<file path="src/rtl/idx_abs_reader.sv">
module idx_abs_reader #(
  parameter int BYTE_W = 8
) (
  input  logic                  clk,
  input  logic                  rst_n,
  input  logic                  start,
  input  logic [2*BYTE_W-1:0]   pc_in,
  input  logic [BYTE_W-1:0]     index,
  input  logic [BYTE_W-1:0]     mem_rdata,
  output logic [2*BYTE_W-1:0]   mem_addr,
  output logic                  mem_rd,
  output logic [BYTE_W-1:0]     data_out,
  output logic                  done,
  output logic [2:0]            cycles,
  output logic [2*BYTE_W-1:0]   pc_out
);
  localparam int AW = 2 * BYTE_W;

  typedef enum logic [2:0] {
    S_IDLE = 3'd0, S_OPC = 3'd1, S_LO = 3'd2, S_HI = 3'd3, S_RD = 3'd4, S_FIX = 3'd5
  } st_t;

  st_t               st;
  logic [AW-1:0]     pc_q;
  logic [BYTE_W-1:0] idx_q, lo_q, hi_q;
  logic              carry_q;
  logic [BYTE_W:0]   sum;

  assign sum    = {1'b0, lo_q} + {1'b0, idx_q};
  assign mem_rd = (st != S_IDLE);
  assign pc_out = pc_q;

  always_comb begin
    case (st)
      S_RD:    mem_addr = {hi_q, lo_q};
      S_FIX:   mem_addr = {hi_q + BYTE_W'(1), lo_q};
      default: mem_addr = pc_q;
    endcase
  end

  always_ff @(posedge clk) begin
    if (!rst_n) begin
      st       <= S_IDLE;
      pc_q     <= '0;
      idx_q    <= '0;
      lo_q     <= '0;
      hi_q     <= '0;
      carry_q  <= 1'b0;
      data_out <= '0;
      done     <= 1'b0;
      cycles   <= '0;
    end else begin
      done <= 1'b0;
      case (st)
        S_IDLE: if (start) begin
          pc_q  <= pc_in;
          idx_q <= index;
          st    <= S_OPC;
        end
        S_OPC: begin
          pc_q <= pc_q + AW'(1);
          st   <= S_LO;
        end
        S_LO: begin
          lo_q <= mem_rdata;
          pc_q <= pc_q + AW'(1);
          st   <= S_HI;
        end
        S_HI: begin
          hi_q    <= mem_rdata;
          lo_q    <= sum[BYTE_W-1:0];
          carry_q <= sum[BYTE_W];
          pc_q    <= pc_q + AW'(1);
          st      <= S_RD;
        end
        S_RD: begin
          if (carry_q) begin
            st <= S_FIX;
          end else begin
            data_out <= mem_rdata;
            cycles   <= 3'd4;
            done     <= 1'b1;
            st       <= S_IDLE;
          end
        end
        S_FIX: begin
          data_out <= mem_rdata;
          cycles   <= 3'd5;
          done     <= 1'b1;
          st       <= S_IDLE;
        end
        default: st <= S_IDLE;
      endcase
    end
  end
endmodule

</file>
<file path="config.mk">
export PLATFORM = sky130hd
export DESIGN_NAME = idx_abs_reader
export DESIGN_NICKNAME = d
export VERILOG_FILES = /design/src/rtl/idx_abs_reader.sv
export SDC_FILE = /design/constraint.sdc
export NUM_CORES = 1
export LEC_CHECK = 0
export BUFFER_PORTS_ARGS = -buffer_cell sky130_fd_sc_hd__buf_2
export CAP_MARGIN = 10
export CORE_MARGIN = 8
export CORE_UTILIZATION = 53
export DETAILED_ROUTE_END_ITERATION = 10
export GPL_TIMING_DRIVEN = 0
export PLACE_DENSITY = 0.92
export SLEW_MARGIN = 20
export SYNTH_ARGS = -nofsm -noshare
export SYNTH_HDL_FRONTEND = slang
export SYNTH_SLANG_ARGS = --single-unit
</file>
<file path="constraint.sdc">
create_clock -name clk -period 2.5 [get_ports clk]
set_clock_uncertainty 0.15 [all_clocks]
set_input_delay 0 -clock clk [delete_from_list [all_inputs] [get_ports clk]]
set_output_delay 0 -clock clk [all_outputs]
set_load 0.02 [all_outputs]
</file>
Word-level counts from Yosys, hierarchy flattened
Index checks and enable logic that the tools add are counted.
{"block": "op_classes", "eq_ne": 7, "n_reduce_logical": 9, "add_sub_neg": 3, "mux": 13}
{"op": "one-hot mux 16 bit (2 select lines)", "n": 2}
{"op": "one-hot mux 8 bit (2 select lines)", "n": 2}
{"op": "adder 16 x 1 -> 16 bit, second input constant", "n": 1}
{"op": "two-way mux 16 bit", "n": 1}
{"op": "one-hot mux 3 bit (5 select lines)", "n": 1}
{"op": "adder 8 x 8 -> 9 bit", "n": 1}
{"op": "two-way mux 3 bit", "n": 3}
{"op": "adder 8 x 1 -> 8 bit, second input constant", "n": 1}
{"op": "two-way mux 8 bit", "n": 1}
{"op": "== test 3 x 2 -> 1 bit, second input constant", "n": 2}
{"op": "== test 3 bit, second input constant", "n": 2}
{"op": "one-hot mux 3 bit (2 select lines)", "n": 1}
{"op": "AND reduction 2 bit", "n": 3}
{"op": "nonzero test 2 bit", "n": 3}
{"op": "inequality test 2 bit, second input constant", "n": 2}
{"op": "== test 3 x 1 -> 1 bit, second input constant", "n": 1}
{"op": "logical NOT 3 bit", "n": 1}
{"op": "nonzero test 3 bit", "n": 1}
{"op": "OR reduction 3 bit", "n": 1}
{"op": "one-hot mux 1 bit (2 select lines)", "n": 1}
{"op": "two-way mux 1 bit", "n": 1}
{"block": "totals", "input_bits": 35, "word_cells": 41, "ff_bits": 56, "out_inout_bits": 45}

Depth between registers and ports, before layout
{"block": "depth", "ltp_word": 4, "depth_mapped": 7, "depth_no_buf": 7}

Least setup slack after synthesis
Ideal clock, no wire load.
{"block": "synth_timing", "path_kind": "flip-flop to flip-flop", "start": "register idx_q[0]", "end": "register lo_q[6]", "setup_slack_ps": 321, "required_ps": 2264, "path_buffers": 0, "period_less_slack_ps": 2179, "arrival_ps": 1943, "setup_ps": 86, "path_stages_with_launch": 8, "path_cell_list": "dfxtp_1 -> ha_1 -> fa_1 -> a211oi_1 -> nor2_1 -> o21ai_0 -> mux2_2 -> a211oi_1"}
{"block": "synth_via", "elab_chain_cells": 2}
{"element": "start, declared", "line": "25", "source": "logic [BYTE_W-1:0] idx_q, lo_q, hi_q;"}
{"element": "start signal, assigned", "line": "57", "source": "idx_q <= index;"}
{"element": "adder 8 x 8 -> 9 bit", "line": "29", "source": "assign sum = {1'b0, lo_q} + {1'b0, idx_q};"}
{"element": "one-hot mux 8 bit (2 select lines)", "line": "54", "source": "case (st)"}
{"element": "end signal, assigned", "line": "65", "source": "lo_q <= mem_rdata;"}
{"element": "end signal, assigned", "line": "71", "source": "lo_q <= sum[BYTE_W-1:0];"}
{"element": "end, declared", "line": "25"}
Every way passes these cells.
A chain may end at the register's enable or synchronous reset.

Final worst setup path
{"block": "layout_timing", "start": "register lo_q[0]", "end": "register lo_q[6]"}
{"block": "layout_via", "elab_chain_cells": 2}
{"element": "adder 8 x 8 -> 9 bit", "line": "29"}
{"element": "one-hot mux 8 bit (2 select lines)", "line": "54"}
Every way passes these cells.

==> impl_metrics.tcl <==
set metrics [dict create \
    crit_buf_inv 0 \
    die_y_um 91.2 \
    gp_congestion 0.920 \
    drv_cap 0 \
    clkTransAtPathRegs_ns 0.10 \
    grt.overflow.total 0 \
    row_count 27 \
    dieWidth_um 91.2 \
    drt-initial-drc-count 265 \
    synthFlopType "dfxtp_1" \
    netlist_area_mm2 0.00300 \
    syn_avg_cell_area_um2 8.02 \
    worstMarginPinSlew_ns 0.661 \
    yosys_register_bits 55 \
    rsz0062_at_grt "no" \
    hold_end "idx_q[0]$_SDFFE_PN0P_" \
    grt_pass1_vias 3275 \
    clockRootBuffer "clkbuf_8" \
    report.final.slew_viol_count 0 \
    cellLeakagePower_nw 1.70 \
    via_per_inst 5.92 \
    vias 3350 \
    fmax_mhz 423 \
    cts_buffer_depth 2 \
    outcome "finished, final reports clean" \
    holdPathStages 4 \
    criticalPathCategory "register to register" \
    ff2ff_path_depth 7 \
    io_pins 80 \
    r2r_end "lo_q[6]$_SDFFE_PN0P_" \
    fin_ws_ns 0.138 \
    final_net_count 539 \
    finalCriticalPeriod_ns 2.36 \
    dpl_worst_slack_ns 0.188 \
    htreeDepth 2 \
    cp.required_ns 2.59 \
    crit_arrival_ns 2.45 \
    core_mm2 0.00547 \
    fillers 416 \
    ir_worst_vdd_v 0.000287 \
    tns_ns 0 \
    area_delta_synth_final_pct 31.1 \
    path_cells "ha_1 > fa_1 > a211oi_1 > nor2_1 > o21ai_0 > mux2_2 > a211oi_1" \
    r2r_slack_ns 0.14 \
    clk_latency_ns 0.33 \
    route.detailed.wl_per_inst_um 17.3 \
    cts_buffers 5 \
    drc_errors 0 \
    async_reset_ff_share_pct 0 \
    hold_viol 0 \
    clock_sinks 55 \
    dr.pass1.iters 5 \
    grt_pass1_wl_um 16000 \
    start_util_pct 54.8 \
    post-dp-hpwl_um 6730 \
    synth_edf_count 0 \
    antenna_found_initial 0 \
    yosysWarnings 0 \
    cpPeakStageDelay_ns 0.43 \
    cts_tree "yes" \
    synth_nets 420 \
    power_density_mw_per_mm2 568 \
    reg2reg_from "lo_q[0]$_SDFFE_PN0P_" \
    post_cts_buffers 0 \
    cp-start-kind "register" \
    crit_top_cell "a211oi_1" \
    slew_headroom_pct 55.9 \
    cp_slowest_cell "fa_1" \
    yosysSeqAreaShare_pct 36.7 \
    syn_inst 374 \
    wirelength_um 9810 \
    critPathLaunch "lo_q[0]$_SDFFE_PN0P_" \
    die-area_mm2 0.00832 \
    grt_usage_pct 23.2 \
    synth_cell_type_count 49 \
    route.antenna.remaining_nets 0 \
    path_delay_family "adder cells" \
    crit_path_max_fanout 3 \
    setup_viol 0 \
    post-route-period-util_pct 94.5 \
    io_buffers 78 \
    grt_max_degree 18 \
    endpoint_kind "register" \
    final_layout_size_suffix_gt1_share_pct 23.9 \
    antenna-diode-count 0 \
    fin_util_pct 71.9 \
    hp-start "index[0]" \
    hold_class "input port to register" \
]
cell type report:
| type | instances | area [µm²] | area share (%) |
|---|---|---|---|
| Inverter | 4 | 15.0 | 0.382 |
| Clock inverter | 3 | 43.8 | 1.11 |
| Tap cell | 72 | 90.1 | 2.29 |
| Multi-Input combinational cell | 291 | 1760 | 44.8 |
| Clock buffer | 5 | 68.8 | 1.75 |
| Buffer | 24 | 121 | 3.09 |
| Sequential cell | 55 | 1100 | 28.0 |
| Timing Repair Buffer | 112 | 731 | 18.6 |
kinds of logic after synthesis:
family	share of synthesized area (%)
AO/OA/AOI/OAI	19.9
XOR/XNOR	2.92
adder cells (fa/ha/maj)	4.84
buffers and inverters	4.55
flip-flops	36.7
multiplexers	8.30
other	0.125
AND/OR/NAND/NOR	22.7
synth_stat cells (5+ instances only):
| cell type | number | area share [%] |
|---|---|---|
| a211oi_1 | 8 | 2.0 |
| a21oi_1 | 50 | 8.3 |
| and3_1 | 6 | 1.3 |
| buf_2 | 10 | 1.7 |
| clkbuf_1 | 11 | 1.4 |
| dfxtp_1 | 55 | 37 |
| ha_1 | 10 | 4.2 |
| mux2_2 | 10 | 3.8 |
| mux2i_1 | 11 | 3.7 |
| nand2_1 | 61 | 7.6 |
| nand3_1 | 12 | 2.0 |
| nand4_1 | 6 | 1.3 |
| nor2_1 | 28 | 3.5 |
| nor3_1 | 13 | 2.2 |
| o211ai_1 | 5 | 1.3 |
| o21ai_0 | 20 | 3.3 |
| xor2_1 | 7 | 2.0 |
registers in the layout, summed over array words and instances (netlist names):
signal    flops
st            3
data_out      8
carry_q       1
cycles        2
lo_q          8
pc_out       16
done          1
idx_q         8
hi_q          8
cells in the final DEF, fill, tap and decap left out, drive strengths merged, types with 4 or more instances in the layout:
cell / synthesis / routed
buf: 13 / 91
nand2: 61 / 61
dfxtp: 55 / 55
a21oi: 51 / 51
dlygate4sd3: 0 / 34
nor2: 28 / 28
o21ai: 20 / 20
clkbuf: 11 / 16
nor3: 14 / 14
nand3: 12 / 12
mux2: 12 / 12
mux2i: 11 / 11
ha: 10 / 10
a211oi: 8 / 8
nand4: 8 / 8
xor2: 7 / 7
and3: 6 / 6
o211ai: 5 / 5
and2: 5 / 5
inv: 4 / 4
worst min-delay path, delay by kind of cell:
kind	cells	cell delay [ns]
AND/OR/NAND/NOR	1	0.05
buffers and inverters	2	0.65
AO/OA/AOI/OAI	1	0.05
power by group:
group / internal, mW / switching [mW] / leakage (nW)
Clock: 0.299 / 0.317 / 0.0581
Sequential: 0.937 / 0.0751 / 0.448
Combinational: 0.249 / 0.355 / 1.20
Total: 1.48 / 0.747 / 1.70
repair_timing:
item                      4_1_cts  5_1_grt
hold buffers                   34        0
hold endpoints to repair       47        0
gates resized for setup         0        0
how the worst max path moves through the flow:
stage                     slack [ns]                    to  depth (start not counted)
after global placement          0.20  lo_q[6]$_SDFFE_PN0P_                          7
after floorplan                 0.32  lo_q[6]$_SDFFE_PN0P_                          7
after detailed placement        0.19  lo_q[6]$_SDFFE_PN0P_                          7
after CTS                       0.15  lo_q[6]$_SDFFE_PN0P_                          7
final                           0.14  lo_q[6]$_SDFFE_PN0P_                          7
after global routing            0.05  lo_q[6]$_SDFFE_PN0P_                          7
metal layers:
metal | global-route usage [%] | wire [µm] | share of wire (%)
met5 | 0 | 0 | 0
met4 | 9.82 | 241 | 2.5
met2 | 40.6 | 4840 | 49
met3 | 6.34 | 982 | 10
met1 | 25.9 | 3750 | 38
per-stage QoR:
stage / power, mW / hold slack, ns / instances / instance area, µm²
after floorplan: 1.39 / -0.0283 / 374 / 3000
final: 2.23 / 0.306 / 566 / 3930
after CTS: 2.22 / 0.305 / 566 / 3930
after global placement: 1.56 / 0.0930 / 524 / 3480
after detailed placement: 1.57 / 0.0971 / 524 / 3480
after global routing: 2.32 / 0.308 / 566 / 3930
(Power assumes the default switching activity.)
